## config.mk

```make
export PLATFORM = sky130hd
export DESIGN_NAME = rtc_trim_prescaler
export DESIGN_NICKNAME = d
export VERILOG_FILES = /design/src/rtl/rtc_trim_pkg.sv /design/src/rtl/rtc_trim_reg.sv /design/src/rtl/rtc_sec_counter.sv /design/src/rtl/rtc_prescaler.sv /design/src/rtl/rtc_trim_prescaler.sv
export SDC_FILE = /design/constraint.sdc
export NUM_CORES = 1
export LEC_CHECK = 0
export CAP_MARGIN = 10
export CORE_MARGIN = 2
export CORE_UTILIZATION = 40
export CTS_BUF_LIST = sky130_fd_sc_hd__clkbuf_16
export CTS_CLUSTER_DIAMETER = 60
export DETAILED_ROUTE_END_ITERATION = 8
export SYNTH_ARGS = -nofsm -noshare
export SYNTH_HDL_FRONTEND = slang
export SYNTH_SLANG_ARGS = --single-unit
```

## constraint.sdc

```tcl
create_clock -name clk -period 2.6 [get_ports clk]
set_input_delay 0.52 -clock clk [delete_from_list [all_inputs] [get_ports clk]]
set_output_delay 0.52 -clock clk [all_outputs]
set_load 0.03 [all_outputs]
```

## src/rtl/rtc_trim_pkg.sv

```systemverilog
package rtc_trim_pkg;

  localparam int TRIM_W  = 7;
  localparam int DELTA_W = 9;
  // largest lengthening a code can request, in ticks
  localparam int MAX_STRETCH = 124;

  // Signed tick offset for one trim second. The code doubled is the
  // 7-bit value with a zero appended; positive codes also lose one step.
  function automatic logic signed [DELTA_W-1:0] trim_delta(input logic [TRIM_W-1:0] code);
    if (code[5:1] == 5'd0) return '0;
    if (code[6]) return $signed({code[6], code, 1'b0});
    return $signed({1'b0, code, 1'b0}) - 9'sd2;
  endfunction

  function automatic logic is_trim_second(input int sec, input int step);
    return (sec % step) == 0;
  endfunction

  function automatic int second_length(input int nominal, input logic [TRIM_W-1:0] code,
                                       input logic trim_sec);
    return trim_sec ? nominal + int'(trim_delta(code)) : nominal;
  endfunction

endpackage

```

## src/rtl/rtc_trim_reg.sv

```systemverilog
module rtc_trim_reg
  import rtc_trim_pkg::*;
(
  input  logic              clk,
  input  logic              rst_n,
  input  logic              stop,
  input  logic              wr_en,
  input  logic [7:0]        wr_data,
  output logic [TRIM_W-1:0] trim_code
);

  logic              wr_take;
  logic [TRIM_W-1:0] trim_q;

  assign wr_take = wr_en && !wr_data[7];

  always_ff @(posedge clk or negedge rst_n) begin
    if (!rst_n)       trim_q <= '0;
    else if (stop)    trim_q <= '0;
    else if (wr_take) trim_q <= wr_data[TRIM_W-1:0];
  end

  assign trim_code = trim_q;

  // a byte with its top bit set leaves the register untouched
  a_r6_reject_top_bit: assert property (@(posedge clk) disable iff (!rst_n)
    (wr_en && wr_data[7] && !stop) |=> $stable(trim_q));

  // a clean write lands the low seven bits
  a_r6_accept_write: assert property (@(posedge clk) disable iff (!rst_n)
    (wr_en && !wr_data[7] && !stop) |=> (trim_q == $past(wr_data[TRIM_W-1:0])));

  // stop wipes the code
  a_r7_stop_clears_trim: assert property (@(posedge clk) disable iff (!rst_n)
    stop |=> (trim_q == '0));

endmodule

```

## src/rtl/rtc_sec_counter.sv

```systemverilog
module rtc_sec_counter
  import rtc_trim_pkg::*;
#(
  parameter int SEC_LAST  = 59,
  parameter int TRIM_STEP = 20,
  parameter int SEC_W     = $clog2(SEC_LAST + 1)
) (
  input  logic             clk,
  input  logic             rst_n,
  input  logic             stop,
  input  logic             advance,
  output logic [SEC_W-1:0] sec_q,
  output logic             next_is_trim
);

  logic [SEC_W-1:0] sec_next;

  assign sec_next     = (sec_q == SEC_W'(SEC_LAST)) ? '0 : sec_q + 1'b1;
  assign next_is_trim = is_trim_second(int'(sec_next), TRIM_STEP);

  always_ff @(posedge clk or negedge rst_n) begin
    if (!rst_n)       sec_q <= '0;
    else if (stop)    sec_q <= '0;
    else if (advance) sec_q <= sec_next;
  end

  // the count never leaves 0..SEC_LAST
  a_r10_sec_in_range: assert property (@(posedge clk) disable iff (!rst_n)
    sec_q <= SEC_W'(SEC_LAST));

  // last second rolls over to zero
  a_r10_sec_wraps: assert property (@(posedge clk) disable iff (!rst_n)
    (advance && !stop && sec_q == SEC_W'(SEC_LAST)) |=> (sec_q == '0));

  // stop pins the seconds at zero
  a_r7_stop_holds_sec: assert property (@(posedge clk) disable iff (!rst_n)
    stop |=> (sec_q == '0));

endmodule

```

## src/rtl/rtc_prescaler.sv

```systemverilog
module rtc_prescaler
  import rtc_trim_pkg::*;
#(
  parameter int NOMINAL_CYCLES = 32768,
  parameter int CNT_W          = $clog2(NOMINAL_CYCLES + MAX_STRETCH + 1)
) (
  input  logic              clk,
  input  logic              rst_n,
  input  logic              stop,
  input  logic              tick_en,
  input  logic              next_is_trim,
  input  logic [TRIM_W-1:0] trim_code,
  output logic              wrap,
  output logic              sec_pulse
);

  logic [CNT_W-1:0] cnt_q;
  logic [CNT_W-1:0] len_q;
  logic [CNT_W-1:0] next_len;
  logic             pulse_q;

  assign next_len = CNT_W'(second_length(NOMINAL_CYCLES, trim_code, next_is_trim));
  assign wrap     = tick_en && !stop && (cnt_q == len_q - 1'b1);

  always_ff @(posedge clk or negedge rst_n) begin
    if (!rst_n) begin
      cnt_q   <= '0;
      len_q   <= CNT_W'(NOMINAL_CYCLES);
      pulse_q <= 1'b0;
    end else if (stop) begin
      cnt_q   <= '0;
      len_q   <= CNT_W'(NOMINAL_CYCLES);
      pulse_q <= 1'b0;
    end else begin
      pulse_q <= wrap;
      if (wrap) begin
        cnt_q <= '0;
        len_q <= next_len;
      end else if (tick_en) begin
        cnt_q <= cnt_q + 1'b1;
      end
    end
  end

  assign sec_pulse = pulse_q;

  // the length chosen at a second's start holds until its end
  a_r8_len_latched: assert property (@(posedge clk) disable iff (!rst_n)
    (!wrap && !stop) |=> $stable(len_q));

  // a plain second gets the nominal length
  a_r1_plain_length: assert property (@(posedge clk) disable iff (!rst_n)
    (wrap && !next_is_trim) |=> (len_q == CNT_W'(NOMINAL_CYCLES)));

  // the count stays below the latched length
  a_r2_cnt_below_len: assert property (@(posedge clk) disable iff (!rst_n)
    cnt_q < len_q);

  // the pulse never lasts two clocks
  a_r9_pulse_single: assert property (@(posedge clk) disable iff (!rst_n)
    sec_pulse |=> !sec_pulse);

  // idle clocks leave the count alone
  a_r11_idle_hold: assert property (@(posedge clk) disable iff (!rst_n)
    (!tick_en && !stop) |=> $stable(cnt_q));

  // stop clears the prescaler and suppresses the pulse
  a_r7_stop_prescaler: assert property (@(posedge clk) disable iff (!rst_n)
    stop |=> (cnt_q == '0 && !sec_pulse));

endmodule

```

## src/rtl/rtc_trim_prescaler.sv

```systemverilog
module rtc_trim_prescaler
  import rtc_trim_pkg::*;
#(
  parameter int NOMINAL_CYCLES = 32768,
  parameter int SEC_LAST       = 59,
  parameter int TRIM_STEP      = 20,
  parameter int SEC_W          = $clog2(SEC_LAST + 1)
) (
  input  logic             clk,
  input  logic             rst_n,
  input  logic             tick_en,
  input  logic             stop,
  input  logic             wr_en,
  input  logic [7:0]       wr_data,
  output logic [7:0]       rd_data,
  output logic             sec_pulse,
  output logic [SEC_W-1:0] sec_count
);

  localparam int CNT_W = $clog2(NOMINAL_CYCLES + MAX_STRETCH + 1);

  logic [TRIM_W-1:0] trim_code;
  logic              wrap;
  logic              next_is_trim;

  rtc_trim_reg u_trim (
    .clk       (clk),
    .rst_n     (rst_n),
    .stop      (stop),
    .wr_en     (wr_en),
    .wr_data   (wr_data),
    .trim_code (trim_code)
  );

  rtc_sec_counter #(
    .SEC_LAST  (SEC_LAST),
    .TRIM_STEP (TRIM_STEP),
    .SEC_W     (SEC_W)
  ) u_sec (
    .clk          (clk),
    .rst_n        (rst_n),
    .stop         (stop),
    .advance      (wrap),
    .sec_q        (sec_count),
    .next_is_trim (next_is_trim)
  );

  rtc_prescaler #(
    .NOMINAL_CYCLES (NOMINAL_CYCLES),
    .CNT_W          (CNT_W)
  ) u_pre (
    .clk          (clk),
    .rst_n        (rst_n),
    .stop         (stop),
    .tick_en      (tick_en),
    .next_is_trim (next_is_trim),
    .trim_code    (trim_code),
    .wrap         (wrap),
    .sec_pulse    (sec_pulse)
  );

  assign rd_data = {1'b0, trim_code};

  // seconds move exactly when the pulse appears
  a_r10_sec_moves_with_pulse: assert property (@(posedge clk) disable iff (!rst_n)
    (!stop && !$stable(sec_count)) |-> sec_pulse);

  // readback top bit is always clear
  a_r6_rd_top_zero: assert property (@(posedge clk) disable iff (!rst_n)
    rd_data[7] == 1'b0);

endmodule

```

== Word-level counts from Yosys, hierarchy flattened ==
Index checks and enable logic that the tools add are counted.

* Register bits: 46
* Latch bits: 0
* Memory bits (writable): 0
* ROM bits: 0
* Input bits: 13
* Memories: 0

* $add $sub $neg: 5
* Multipliers: 0
* Divide/modulo/power cells: 1
* $lt $le $gt $ge: 0
* Equal/unequal tests: 2
* Shifts and indexed selects: 0
* Multiplexer cells: 19
* Bitwise operators: 0
* Reduce and logical (&&, ||, !) cells: 10

{| class="wikitable"
|+ Operators with widths
! kind !! number
|-
| two-way mux 16 bit || 6
|-
| two-way mux 9 bit || 4
|-
| zero test 32 bit || 1
|-
| modulo 7 x 6 -> 32 bit, second input constant || 1
|-
| two-way mux 6 bit || 3
|-
| adder 16 x 1 -> 16 bit, second input constant || 1
|-
| adder 16 x 9 -> 16 bit, first input constant || 1
|-
| equality test 16 bit || 1
|-
| subtractor 16 x 1 -> 16 bit, second input constant || 1
|-
| two-way mux 7 bit || 2
|-
| subtractor 8 x 2 -> 9 bit, second input constant || 1
|-
| adder 6 x 1 -> 6 bit, second input constant || 1
|-
| equality test 6 bit, second input constant || 1
|-
| zero test 5 bit || 1
|-
| two-way mux 1 bit || 4
|-
| nonzero test 2 bit || 2
|-
| logical AND 1 bit || 3
|-
| nonzero test 3 bit || 1
|-
| zero test 1 bit || 2
|}

== Depth between registers and ports, before layout ==
* Depth in word-level cells: 9
* Mapped depth: 12
* Gate-level depth less buffers: 11

== Cells and area by module ==
A second synthesis with hierarchy kept.

* Cells, all modules: 355
* Area total of the unflattened synthesis: 3123.0 um^2

{| class="wikitable"
|+ By module, submodules not included
! module !! instances !! cells each !! area an instance (um^2) !! sequential area each (um^2)
|-
| rtc_prescaler || 1 || 210 || 1809.2 || 651.9
|-
| rtc_sec_counter || 1 || 113 || 928.4 || 150.1
|-
| rtc_trim_reg || 1 || 30 || 374.1 || 175.2
|-
| rtc_trim_prescaler || 1 || 2 || 11.3 || 0.0
|}

== Worst setup path after synthesis ==
OpenSTA, ideal clock, no wires.

* Path kind: flip-flop to flip-flop
* Start: reg u_sec.sec_q[0]
* End: reg u_pre.len_q[14]
* Setup time: 0.125 ns
* Arrival time: 2.661 ns
* Required time: 2.475 ns
* Slack: -0.186 ns
* Stages on the path, launching flop included: 12
* Buffers on the path: 1
* Period minus slack after synthesis: 2.786 ns
* Path through: dfrtp_1 -> ha_1 -> clkbuf_1 -> o211ai_1 -> a22oi_1 -> inv_1 -> ha_1 -> nand2b_1 -> a21oi_1 -> mux2_2 -> and3_1 -> mux2_4

* Longest elaborated chain between the ends: 7

{| class="wikitable"
|+ Ends and longest elaborated chain
! element !! RTL line !! text
|-
| start: declaration || rtc_sec_counter.sv:12 || <nowiki>output logic [SEC_W-1:0] sec_q,</nowiki>
|-
| start signal: assignment || rtc_sec_counter.sv:24 || <nowiki>else if (advance) sec_q <= sec_next;</nowiki>
|-
| adder 6 x 1 -> 6 bit / equality test 6 bit (equally long branches) || rtc_sec_counter.sv:18 || <nowiki>assign sec_next = (sec_q == SEC_W'(SEC_LAST)) ? '0 : sec_q + 1'b1;</nowiki>
|-
| two-way mux 6 bit (*) || rtc_sec_counter.sv:18 ||
|-
| modulo 7 x 6 -> 32 bit (*) || rtc_trim_pkg.sv:17 || <nowiki>return (sec % step) == 0;</nowiki>
|-
| zero test 32 bit (*) || rtc_trim_pkg.sv:17 ||
|-
| two-way mux 16 bit (*) || rtc_trim_pkg.sv:22 || <nowiki>return trim_sec ? nominal + int'(trim_delta(code)) : nominal;</nowiki>
|-
| two-way mux 16 bit (*) || rtc_prescaler.sv:36 || <nowiki>if (wrap) begin</nowiki>
|-
| two-way mux 16 bit (*) || rtc_prescaler.sv:30 || <nowiki>end else if (stop) begin</nowiki>
|-
| end signal: assignment || rtc_prescaler.sv:28 || <nowiki>len_q <= CNT_W'(NOMINAL_CYCLES);</nowiki>
|-
| end signal: assignment || rtc_prescaler.sv:32 || <nowiki>len_q <= CNT_W'(NOMINAL_CYCLES);</nowiki>
|-
| end signal: assignment || rtc_prescaler.sv:38 || <nowiki>len_q <= next_len;</nowiki>
|-
| end: declaration || rtc_prescaler.sv:18 || <nowiki>logic [CNT_W-1:0] len_q;</nowiki>
|}

Mark *: on every way between the ends. The rest lies on a longest branch, timed or not. The select of a mux whose other input is x is not followed.
A chain may end at the register's enable or synchronous reset.

== Final worst setup path ==
* Start: reg u_pre.len_q[2]
* End: reg u_pre.len_q[14]

* Longest elaborated chain between the ends: 4

{| class="wikitable"
|+ Ends and longest elaborated chain
! element !! RTL line !! text
|-
| subtractor 16 x 1 -> 16 bit || rtc_prescaler.sv:23 || <nowiki>assign wrap = tick_en && !stop && (cnt_q == len_q - 1'b1);</nowiki>
|-
| equality test 16 bit || rtc_prescaler.sv:23 ||
|-
| logical AND 1 bit || rtc_prescaler.sv:23 ||
|-
| nonzero test 2 bit (no line) || n/a ||
|}

No other way between the ends.

==> impl_metrics.toml <==
[cts]
cts_inserted_buffers = 5
cts_tree = "built"
clk_latency_ns = 0.28
hold_buffers = 0
cts_max_level = 2
clock_sinks = 39
clk_pin_slew_ns = 0.06
cts.path.max_buffers = 2
clockRootBuffer = "clkbuf_16"

[placement]
preCtsSetupSlack_ns = -0.2452
hpwl_mm = 4.420
gp_congestion = 0.8213
dp.cells = 416
port_buffers = 26

[critical_path]
cpMostUsedCell = "or4_4"
cpMaxStageDelayCell = "or4_4"
crit_required_ns = 2.76
start_kind = "flip-flop"
slowest_delay_ns = 0.53
timing_worst_setup_path_type = "flip-flop to flip-flop"
crit_fanout = 4
critPathCaptureType = "flip-flop"
crit_path_cell_trace = "inv_2, ha_4, xnor2_2, a221o_1, or4_4, or4_4, mux2_4"
arrival_ns = 2.80

[routing]
drt-initial-drc-count = 84
viasPerCell = 5.444
drc = 0
first_pass_iters = 4
routedWlPerCell_um = 14.50
drtAntennaViolNets = 0
wl_mm = 6.178
vias = 2319

[global_routing]
grt_pass1_wl_mm = 10.85
first_global_vias = 2253
grt.total_usage_pct = 18.29
grt_max_degree = 41
gr-total-overflow = 0
antenna_found_initial = 0

[synth]
yosys_warnings = 0
synth_ff_type = "dfrtp_1"
synthArstFlopShare_pct = 100.0
syn_area_sq_um = 2694
synth_area_leaders = "dfrtp_1, mux2i_1, xor2_1"
syn_inst = 295
ys_seq_elements = 39
synth-seq-area-share_pct = 36.27
synth-edff-count = 0
synth_fp_nets = 314
yosys.area.top_type = "dfrtp_1"
yosys.cell_types.count = 56
avgSynthCellArea_sq_um = 9.132
synth_top_area_share_pct = 35.30

[sta]
finalHoldViolCount = 0
period_needed_ns = 2.636
worst_pin_slew_ns = 0.8818
maxSlewHeadroom_pct = 41.22
period_share_pct = 101.4
setup_viol = 3
maxSlewViolCount = 0
fin_skew_ns = 0.005336
setup_slack_ns = -0.03630
rsz0062_at_grt = "true"
timing.fmax_mhz = 379.3

[cells_and_area]
finalNonFillerCells = 426
antenna_cells = 0
multi_input_area_sq_um = 1670
layout_common_cells = "buf_4, dfrtp_1, clkdlybuf4s50_1"
register_area_sq_um = 982.2
area_growth_syn_to_layout_pct = 28.89
fillers = 597
final_net_count = 367
drive_gt1_share_pct = 19.48

[status]
violations = "negative setup slack"
status = "finished with violations"

[die]
fp.coreArea_sq_um = 6422
rows = 29
die_area_sq_um = 7407
initial_core_util_pct = 41.94
die_h_um = 86.07
ios = 28
die_w_um = 86.07

[power]
leakage_nw = 1.474
power.total_mw = 1.331
p_per_area_nw_per_um2 = 383.4
max-vdd-ir-drop_uv = 300.2

[job]
maxCapViolations = 0

[hold_path]
hp-class = "input pin to asynchronous set/reset pin"
==> layout make-up <==
type,count,share of cell area (%)
Multi-Input combinational cell,230,48.11
Clock buffer,5,3.604
Clock inverter,3,0.3604
Inverter,8,0.8649
Sequential cell,39,28.29
Tap cell,77,2.775
Timing Repair Buffer,64,16.00
==> cells by family (layout without fill, tap and decap cells) <==
family / after synthesis / in the layout / share of synthesized area [%]
compound gates: 42 / 42 / 11.38
buf+inv: 26 / 80 / 4.505
other cells: 1 / 1 / 0.1392
simple gates: 131 / 131 / 27.31
fa+ha+maj: 6 / 6 / 2.787
flops: 39 / 39 / 36.28
xor+xnor: 27 / 27 / 8.778
mux: 23 / 23 / 8.825
==> registers in the layout, summed over array words and instances (netlist names) <==
name,cells
u_pre.len_q,9
u_pre.cnt_q,16
u_pre.sec_pulse,1
u_trim.trim_code,7
u_sec.sec_q,6
==> per-stage QoR <==
step | area (sq um) | utilization, % | hold WS (ns) | setup TNS [ns]
5_1_grt | 3472 | 54.06 | 0.4357 | -0.3378
3_3_place_gp | 3237 | 50.40 | 0.5287 | -3.280
2_1_floorplan | 2711 | - | 0.2244 | -0.01993
6_report | 3472 | 54.06 | 0.3618 | -0.03844
4_1_cts | 3420 | 53.24 | 0.4008 | 0
3_5_place_dp | 3237 | 50.40 | 0.5489 | -4.458
==> cells in the mapped netlist, drive strengths merged (6+ instances only) <==
cell type and n:
dfrtp 38, nand3 13, mux2i 20, a21oi 7, inv 8, nor2b 9, nor3 19, nor2 20
nand2b 16, nand3b 6, xnor2 11, o21ai 6, nand2 18, clkbuf 13, xor2 16, ha 6
o211ai 6
==> worst paths after layout <==
path | startpoint | end | slack, ns | depth (start not counted)
worst min-delay path | rst_n | u_pre.cnt_q[5] | 0.36 | 1
min in group clk | u_pre.len_q[15] | u_pre.len_q[15] | 0.59 | 2
worst max register to register | u_pre.len_q[2] | u_pre.len_q[14] | -0.04 | 7
max in group asynchronous | rst_n | u_sec.sec_q[0] | 1.63 | 1
worst max-delay path | u_pre.len_q[2] | u_pre.len_q[14] | -0.04 | 7
worst min register to register | u_pre.len_q[15] | u_pre.len_q[15] | 0.59 | 2
==> worst max-delay path, delay by kind of cell (launching register included) <==
family / cells / cell delay, ns
AND/OR/NAND/NOR: 2 / 1.00
flip-flops: 1 / 0.42
buffers and inverters: 1 / 0.07
XOR/XNOR: 1 / 0.14
adder cells (fa/ha/maj): 1 / 0.24
AO/OA/AOI/OAI: 1 / 0.33
multiplexers: 1 / 0.32
==> per-layer routing <==
metal  track usage (%)  vias to the layer above  wire, um  part of all wire, %
met3             2.310                        5        77                  1.2
met5                 0                        -         0                    0
li1                  -                     1163         -                    -
met2             28.40                       18      2876                   47
met1             26.37                     1133      3139                   51
met4             5.916                        0        85                  1.4
==> report_power, final <==
group	switching (mW)	leakage [nW]	internal, mW
Sequential	0.0144	0.531	0.615
Clock	0.238	0.0724	0.347
Combinational	0.0631	0.871	0.0537
Total	0.316	1.47	1.02
==> timing repair <==
action,in CTS,in global routing
endpoints found under the setup margin,30,30
gates resized for setup,7,11
buffers inserted,1,1
pin swaps,4,3
Power figures use the tool's default switching activity.
